`src/rtl/loop_ctr_pair.sv`:
```
module loop_ctr_pair #(
  parameter int W = 16
) (
  input  logic         clk,
  input  logic         rst,
  input  logic [W-1:0] bus_din,
  input  logic         wr_c0,
  input  logic         wr_c1,
  input  logic         rd_c0,
  input  logic         rd_c1,
  input  logic         ctr_sel,
  input  logic         dec_req,
  input  logic         test_en,
  input  logic         test_ne,
  output logic [W-1:0] bus_dout,
  output logic         branch_take
);

  localparam logic [W-1:0] ONE = W'(1);

  logic [W-1:0] cnt0, cnt1;
  logic [W-1:0] base0, base1, sel_val;
  logic         dec0, dec1, is_zero;

  assign dec0  = dec_req & ~ctr_sel;
  assign dec1  = dec_req &  ctr_sel;
  assign base0 = wr_c0 ? bus_din : cnt0;
  assign base1 = wr_c1 ? bus_din : cnt1;

  always_ff @(posedge clk) begin
    if (rst) begin
      cnt0 <= '0;
      cnt1 <= '0;
    end else begin
      cnt0 <= dec0 ? base0 - ONE : base0;
      cnt1 <= dec1 ? base1 - ONE : base1;
    end
  end

  assign bus_dout    = rd_c0 ? cnt0 : (rd_c1 ? cnt1 : '0);
  assign sel_val     = ctr_sel ? cnt1 : cnt0;
  assign is_zero     = (sel_val == '0);
  assign branch_take = test_en & (test_ne ? ~is_zero : is_zero);

  assert_reset_clear_R1: assert property (@(posedge clk)
    $fell(rst) |-> (cnt0 == '0 && cnt1 == '0));

  assert_load_R2: assert property (@(posedge clk) disable iff (rst)
    (wr_c0 && !dec0) |=> cnt0 == $past(bus_din));

  assert_idle_read_R3: assert property (@(posedge clk) disable iff (rst)
    (!rd_c0 && !rd_c1) |-> bus_dout == '0);

  assert_hold0_R4: assert property (@(posedge clk) disable iff (rst)
    (!wr_c0 && !dec0) |=> $stable(cnt0));

  assert_dec1_R4: assert property (@(posedge clk) disable iff (rst)
    (!wr_c1 && dec1) |=> cnt1 == $past(cnt1) - ONE);

  assert_wr_dec_R6: assert property (@(posedge clk) disable iff (rst)
    (wr_c0 && dec0) |=> cnt0 == $past(bus_din) - ONE);

  assert_wrap_R7: assert property (@(posedge clk) disable iff (rst)
    (!wr_c1 && dec1 && cnt1 == '0) |=> cnt1 == '1);

  assert_no_test_R8: assert property (@(posedge clk) disable iff (rst)
    !test_en |-> !branch_take);

endmodule

```
`config.mk`:
```
export PLATFORM = sky130hd
export DESIGN_NAME = loop_ctr_pair
export DESIGN_NICKNAME = d
export VERILOG_FILES = /design/src/rtl/loop_ctr_pair.sv
export SDC_FILE = /design/constraint.sdc
export NUM_CORES = 1
export LEC_CHECK = 0
export BUFFER_PORTS_ARGS = -buffer_cell sky130_fd_sc_hd__buf_2
export CAP_MARGIN = 10
export CORE_MARGIN = 2
export CORE_UTILIZATION = 55
export CTS_BUF_LIST = sky130_fd_sc_hd__clkbuf_8
export CTS_CLUSTER_DIAMETER = 50
export CTS_CLUSTER_SIZE = 8
export DETAILED_ROUTE_END_ITERATION = 10
export PLACE_DENSITY = 0.8
export REMOVE_ABC_BUFFERS = 1
export SETUP_SLACK_MARGIN = 0.02
export SLEW_MARGIN = 20
export SYNTH_ARGS = -nofsm -noshare
export SYNTH_HDL_FRONTEND = slang
export SYNTH_SLANG_ARGS = --single-unit
```
`constraint.sdc`:
```
create_clock -name clk -period 5.3 [get_ports clk]
set_input_delay 0.795 -clock clk [delete_from_list [all_inputs] [get_ports clk]]
set_output_delay 0.795 -clock clk [all_outputs]
set_load 0.005 [all_outputs]
```
==> Word level (Yosys, flattened, before mapping) <==
Index checks and enable logic that the tools add are counted.
{ "totals": {"word_cells": 18, "regBits": 32} }
{ "classes": {"reduce_logical": 1, "addsub": 2, "bitwise_logic": 5, "muxes": 8} }
{ "op_table": {"columns": ["op", "n"], "rows": [
  ["2-to-1 mux 16 bit", 7],
  ["subtractor 16 x 1 -> 16 bit, second input constant", 2],
  ["zero test 16 bit", 1],
  ["bitwise AND 1 bit", 3],
  ["NOT 1 bit", 2],
  ["2-to-1 mux 1 bit", 1]
]} }

==> Longest topological paths before layout <==
{ "logic_depth": {"ltp_word": 5, "mapped_depth": 9} }

==> Least setup slack after synthesis <==
No wires, ideal clock.
{ "synth_path": {"path_type": "input-to-reg", "from": "input wr_c1", "to": "register cnt1[14]", "required_ns": 5.172, "setup_slack_ns": 2.677, "n_path_buf": 2, "setup_time_ns": 0.128, "path_stages": 9, "arrival_ns": 2.496, "cell_sequence": "buf_4 buf_2 mux2i_1 ha_1 and3_1 o221ai_1 nor4_1 xor2_1 nor2_1"} }
{ "synth_via": {"elab_chain_cells": 3} }
{ "synth_rtl": {"columns": ["item", "line_no", "text"], "rows": [
  ["start: declaration", "8", "input logic wr_c1,"],
  ["2-to-1 mux 16 bit (*)", "28", "assign base1 = wr_c1 ? bus_din : cnt1;"],
  ["subtractor 16 x 1 -> 16 bit", "36", "cnt1 <= dec1 ? base1 - ONE : base1;"],
  ["2-to-1 mux 16 bit (*)", "36", null],
  ["end signal: assignment", "36", null],
  ["end: declaration", "21", "logic [W-1:0] cnt0, cnt1;"]
]} }
Mark *: on every way between the ends. The rest lies on a longest branch, timed or not.
A chain may end at the register's enable or synchronous reset.

==> Final worst setup path <==
{ "layout_path": {"from": "input ctr_sel", "to": "output branch_take"} }
{ "layout_via": {"elab_chain_cells": 5} }
{ "layout_rtl": {"columns": ["item", "line_no", "text"], "rows": [
  ["start: declaration", "11", "input logic ctr_sel,"],
  ["2-to-1 mux 16 bit (*)", "41", "assign sel_val = ctr_sel ? cnt1 : cnt0;"],
  ["zero test 16 bit (*)", "42", "assign is_zero = (sel_val == '0);"],
  ["NOT 1 bit", "43", "assign branch_take = test_en & (test_ne ? ~is_zero : is_zero);"],
  ["2-to-1 mux 1 bit (*)", "43", null],
  ["bitwise AND 1 bit (*)", "43", null],
  ["end: declaration", "16", "output logic branch_take"]
]} }
Marks and branches as above.

==> impl_results.rst <==
.. list-table::
   :header-rows: 1

   * - Metric
     - Value
   * - # Max-Cap Violations
     - 0
   * - Remaining antenna violation count after routing
     - 0
   * - # DRC
     - 0
   * - Final total negative setup slack
     - 0 ns
   * - Root cell of the clock tree
     - sky130_fd_sc_hd__clkbuf_8
   * - Yosys warning total
     - 0
   * - Most frequent cells after synthesis
     - 38 x sky130_fd_sc_hd__nor2_1, 32 x sky130_fd_sc_hd__dfxtp_1, 29 x sky130_fd_sc_hd__mux2i_1, 23 x sky130_fd_sc_hd__nor3_1, 15 x sky130_fd_sc_hd__xor2_1
   * - Number of pins with negative max-slew slack in the final report
     - 0
   * - Synthesized-area fraction occupied by adder cells
     - 0.01100
   * - Number of cells produced by synthesis
     - 270
   * - Cell Area, Synth
     - about 0.0023 sq mm
   * - Quantity of gates resized following cts
     - 0
   * - Std cell rows
     - 23
   * - Final-stage net count
     - approximately 330
   * - Worst setup path endpoint
     - branch_take
   * - RSZ-0062 raised after global routing
     - false
   * - TritonCTS buffer count
     - 5
   * - Largest family of logic cells by synthesized area
     - simple AND/OR/NAND/NOR gates
   * - Detailed router's first-iteration violation count
     - 225
   * - Layout filler cell count
     - 350
   * - Total count of hold-check failures in the final report
     - 0
   * - Period minus WS final
     - 2.940 ns
   * - Total number of vias
     - ~2,300
   * - Reg-to-reg setup timing slack
     - about 3.3 ns
   * - Ordered cell list for the critical path
     - buf_2 > nor4_1 > nand3_1 > nor4_1 > o21ai_0 > and3_1 > buf_2
   * - Total congestion overflow
     - 0
   * - Htree depth
     - 2
   * - Critical path data arrival time
     - between 2 and 2.5 ns
   * - R2R Path End
     - cnt1[14]
   * - Max stage delay cell, worst path
     - sky130_fd_sc_hd__nor4_1
   * - Synth-to-Final Area Change
     - 12.76%
   * - Pin count of the biggest net entering global routing
     - 40
   * - Share of total power in sequential cells
     - 0.450
   * - Clock-pin slew on the worst setup and hold paths
     - approximately 0.060 ns
   * - Total of endpoints with negative setup slack in the final report
     - 0
   * - Category of the worst setup path launch point
     - input port
   * - Dominant register cell in the synthesized netlist
     - sky130_fd_sc_hd__dfxtp_1
   * - Placement Setup Slack
     - around 2.1 ns
   * - Switching share of total power
     - 0.3146
   * - Most frequent cell after synthesis
     - sky130_fd_sc_hd__nor2_1
   * - Initial antenna violation count
     - 0
   * - Total routed wirelength
     - approximately 6200 um
   * - Number of setup buffers added after CTS
     - 0
   * - Remaining max-slew budget at the tightest pin
     - 0.4162
   * - Largest vdd supply drop
     - about 0.2 mV
   * - Worst hold path class
     - flip-flop to flip-flop
   * - Area occupied by registers
     - between 600 and 700 sq um
   * - Clock Skews
     - 0.002507 ns
   * - Path type of the worst setup path
     - input port to primary output
   * - Share of synthesized area spent on multiplexers
     - 0.1425
   * - Number of synthesized register bits
     - 32
   * - Fraction of final layout cells sized beyond drive strength 1
     - 0.2020
   * - Largest fanout on the critical path
     - 8
   * - Clock Power Share
     - 0.299
   * - Number of primary I/O pins
     - 43
   * - Required time of the worst setup path
     - around 4.5 ns
   * - Simple-gate area share of the yosys netlist
     - 0.2772
   * - Fraction of synthesis flops using an asynchronous set or reset pin
     - 0
   * - Post-synth cell types
     - between 40 and 50
   * - Finished layout cell area
     - between 0.002 and 0.003 sq mm
   * - Post-route worst setup slack
     - roughly 2.4 ns
   * - Drt pass-1 iters
     - 5
   * - Power density over the cells
     - 245.8 mW/mm^2
   * - Sink Count
     - 32
   * - Half-perimeter wire length of the detailed placement result
     - roughly 4500 um
   * - Post-synth EDFFs
     - 0
   * - Switching pwr
     - 198.4 uW
   * - Cell type contributing the most total cell area after synthesis
     - sky130_fd_sc_hd__dfxtp_1
   * - Transition at the pin with the smallest max-transition slack
     - roughly 0.87 ns
   * - GPL Wtd Cong
     - 0.9018
   * - Height of the die
     - 68.31 um
   * - Number of global-route vias before repair
     - 2,050
   * - Leakage dissipation
     - roughly 1.1 nW
   * - Skew-Pair Late Insertion Delay
     - about 0.28 ns
   * - Antenna Diode Count
     - 0
   * - Total core area
     - between 0.004 and 0.005 sq mm
   * - Synth Area per Inst
     - 8.425 sq um
   * - Starting Density
     - 0.5687
   * - Hold bufs inserted after CTS
     - 0
   * - Cell internal power dissipation
     - 432.2 uW
   * - Period utilisation layout
     - 0.5547
   * - Worst hold slack across all endpoints
     - 0.6770 ns
   * - Die Outline Area
     - 0.004666 sq mm
   * - R2R depth
     - 7
   * - Combinational power share
     - 0.250
   * - Final Power
     - ~630 uW
   * - Worst flop-to-flop path startpoint
     - cnt1[0]
   * - Result of the run
     - complete, no violations
   * - Fraction of the mapped netlist area in compound gates
     - 0.1634
   * - Via count normalized by instance count
     - 6.305
   * - Share of Yosys cell area claimed by the top area cell type
     - 0.2816
   * - Sequential cell area fraction in the yosys report
     - 0.2816
   * - First-pass GRT wire length
     - roughly 10000 um
   * - Die Span X
     - 68.31 um
   * - Port bufs
     - 42
   * - Total area of multi-input combinational cells
     - between 0.0015 and 0.002 sq mm
   * - CP peak stage delay
     - between 0.3 and 0.4 ns
   * - Maximum clock rate
     - 340.1 MHz
   * - Deepest clock path buffer count
     - 2
   * - Global router's overall resource usage
     - 0.2903
   * - Xor and xnor fraction of the mapped netlist area
     - 0.09241
   * - Sort of element at the end of the critical path
     - primary output
   * - TritonCTS clock tree
     - done
   * - Placed instance area
     - 0.002475 sq mm
   * - Wire length per cell after detailed routing
     - about 17 um
   * - Start point of the critical path
     - ctr_sel
   * - Synth top area cells
     - sky130_fd_sc_hd__dfxtp_1 28%, sky130_fd_sc_hd__mux2i_1 13%, sky130_fd_sc_hd__nor2_1 6.3%, sky130_fd_sc_hd__xor2_1 5.8%, sky130_fd_sc_hd__a22o_1 5.4%
-- power groups by stage --
stage	Sequential, mW	Combinational (mW)	Clock [mW]
5_1_grt	0.286	0.174	0.204
6_report	0.284	0.158	0.189
2_1_floorplan	0.279	0.0997	0
3_3_place_gp	0.288	0.151	0
3_5_place_dp	0.288	0.156	0
4_1_cts	0.283	0.156	0.191
-- layout make-up --
class                           instances  share of cell area
Tap cell                               50             0.02439
Multi-Input combinational cell        225              0.6088
Sequential cell                        32              0.2498
Clock inverter                          2            0.002927
Clock buffer                            6             0.03220
Timing Repair Buffer                   42             0.08195
-- metrics by stage --
stage,utilization,cells
finish,0.6412,357
global route,0.6412,357
CTS,0.6412,357
detailed placement,0.6187,349
global placement,0.6187,349
floorplan,-,257
-- cells by family after synthesis --
logic type	Yosys count
simple gates	116
compound gates	51
mux	32
flops	32
xor+xnor	24
buf+inv	13
fa+ha+maj	2
-- worst min path at each step --
stage / start / endpoint / slack, ns / cells after the start
after detailed placement: cnt0[7] / cnt0[7] / 0.65 / 2
after global routing: cnt0[7] / cnt0[7] / 0.68 / 2
after CTS: cnt0[7] / cnt0[7] / 0.66 / 2
final: cnt0[7] / cnt0[7] / 0.68 / 2
after global placement: cnt1[15] / cnt1[15] / 0.64 / 3
after floorplan: cnt1[15] / cnt1[15] / 0.58 / 3
-- state kept, by name, summed over array words and instances, names as in the netlist --
signal / flops
cnt1: 16
cnt0: 16
-- routing by layer --
layer  GRT usage  up-vias  routed length (um)
met5           0        -                   0
met4      0.1025        0                  73
met3     0.04934        9                 427
met2      0.4527       87                3015
met1      0.4020     1070                2722
li1            -     1085                   -
-- worst max-delay path, delay by kind of cell --
family	cells	cell delay, ns
and+or+nand+nor	4	0.95
buffers and inverters	2	0.27
AOI/OAI and AO/OA	1	0.14
-- layout by cell type, fill, tap and decap left out, types with 2 or more instances in the layout --
cell type,n
sky130_fd_sc_hd__a21oi_1,13
sky130_fd_sc_hd__a22o_1,14
sky130_fd_sc_hd__and3_1,3
sky130_fd_sc_hd__buf_2,42
sky130_fd_sc_hd__clkbuf_8,6
sky130_fd_sc_hd__dfxtp_1,32
sky130_fd_sc_hd__ha_1,2
sky130_fd_sc_hd__inv_1,2
sky130_fd_sc_hd__mux2_2,3
sky130_fd_sc_hd__mux2i_1,29
sky130_fd_sc_hd__nand2_1,6
sky130_fd_sc_hd__nand3_1,3
sky130_fd_sc_hd__nor2_1,38
sky130_fd_sc_hd__nor2b_1,4
sky130_fd_sc_hd__nor3_1,23
sky130_fd_sc_hd__nor3b_1,9
sky130_fd_sc_hd__nor3b_2,2
sky130_fd_sc_hd__nor4_1,13
sky130_fd_sc_hd__nor4b_1,2
sky130_fd_sc_hd__o21ai_0,7
sky130_fd_sc_hd__o221ai_1,4
sky130_fd_sc_hd__o22ai_1,3
sky130_fd_sc_hd__or2_2,2
sky130_fd_sc_hd__or3_1,3
sky130_fd_sc_hd__xnor2_1,9
sky130_fd_sc_hd__xor2_1,15
(Power assumes the default switching activity.)
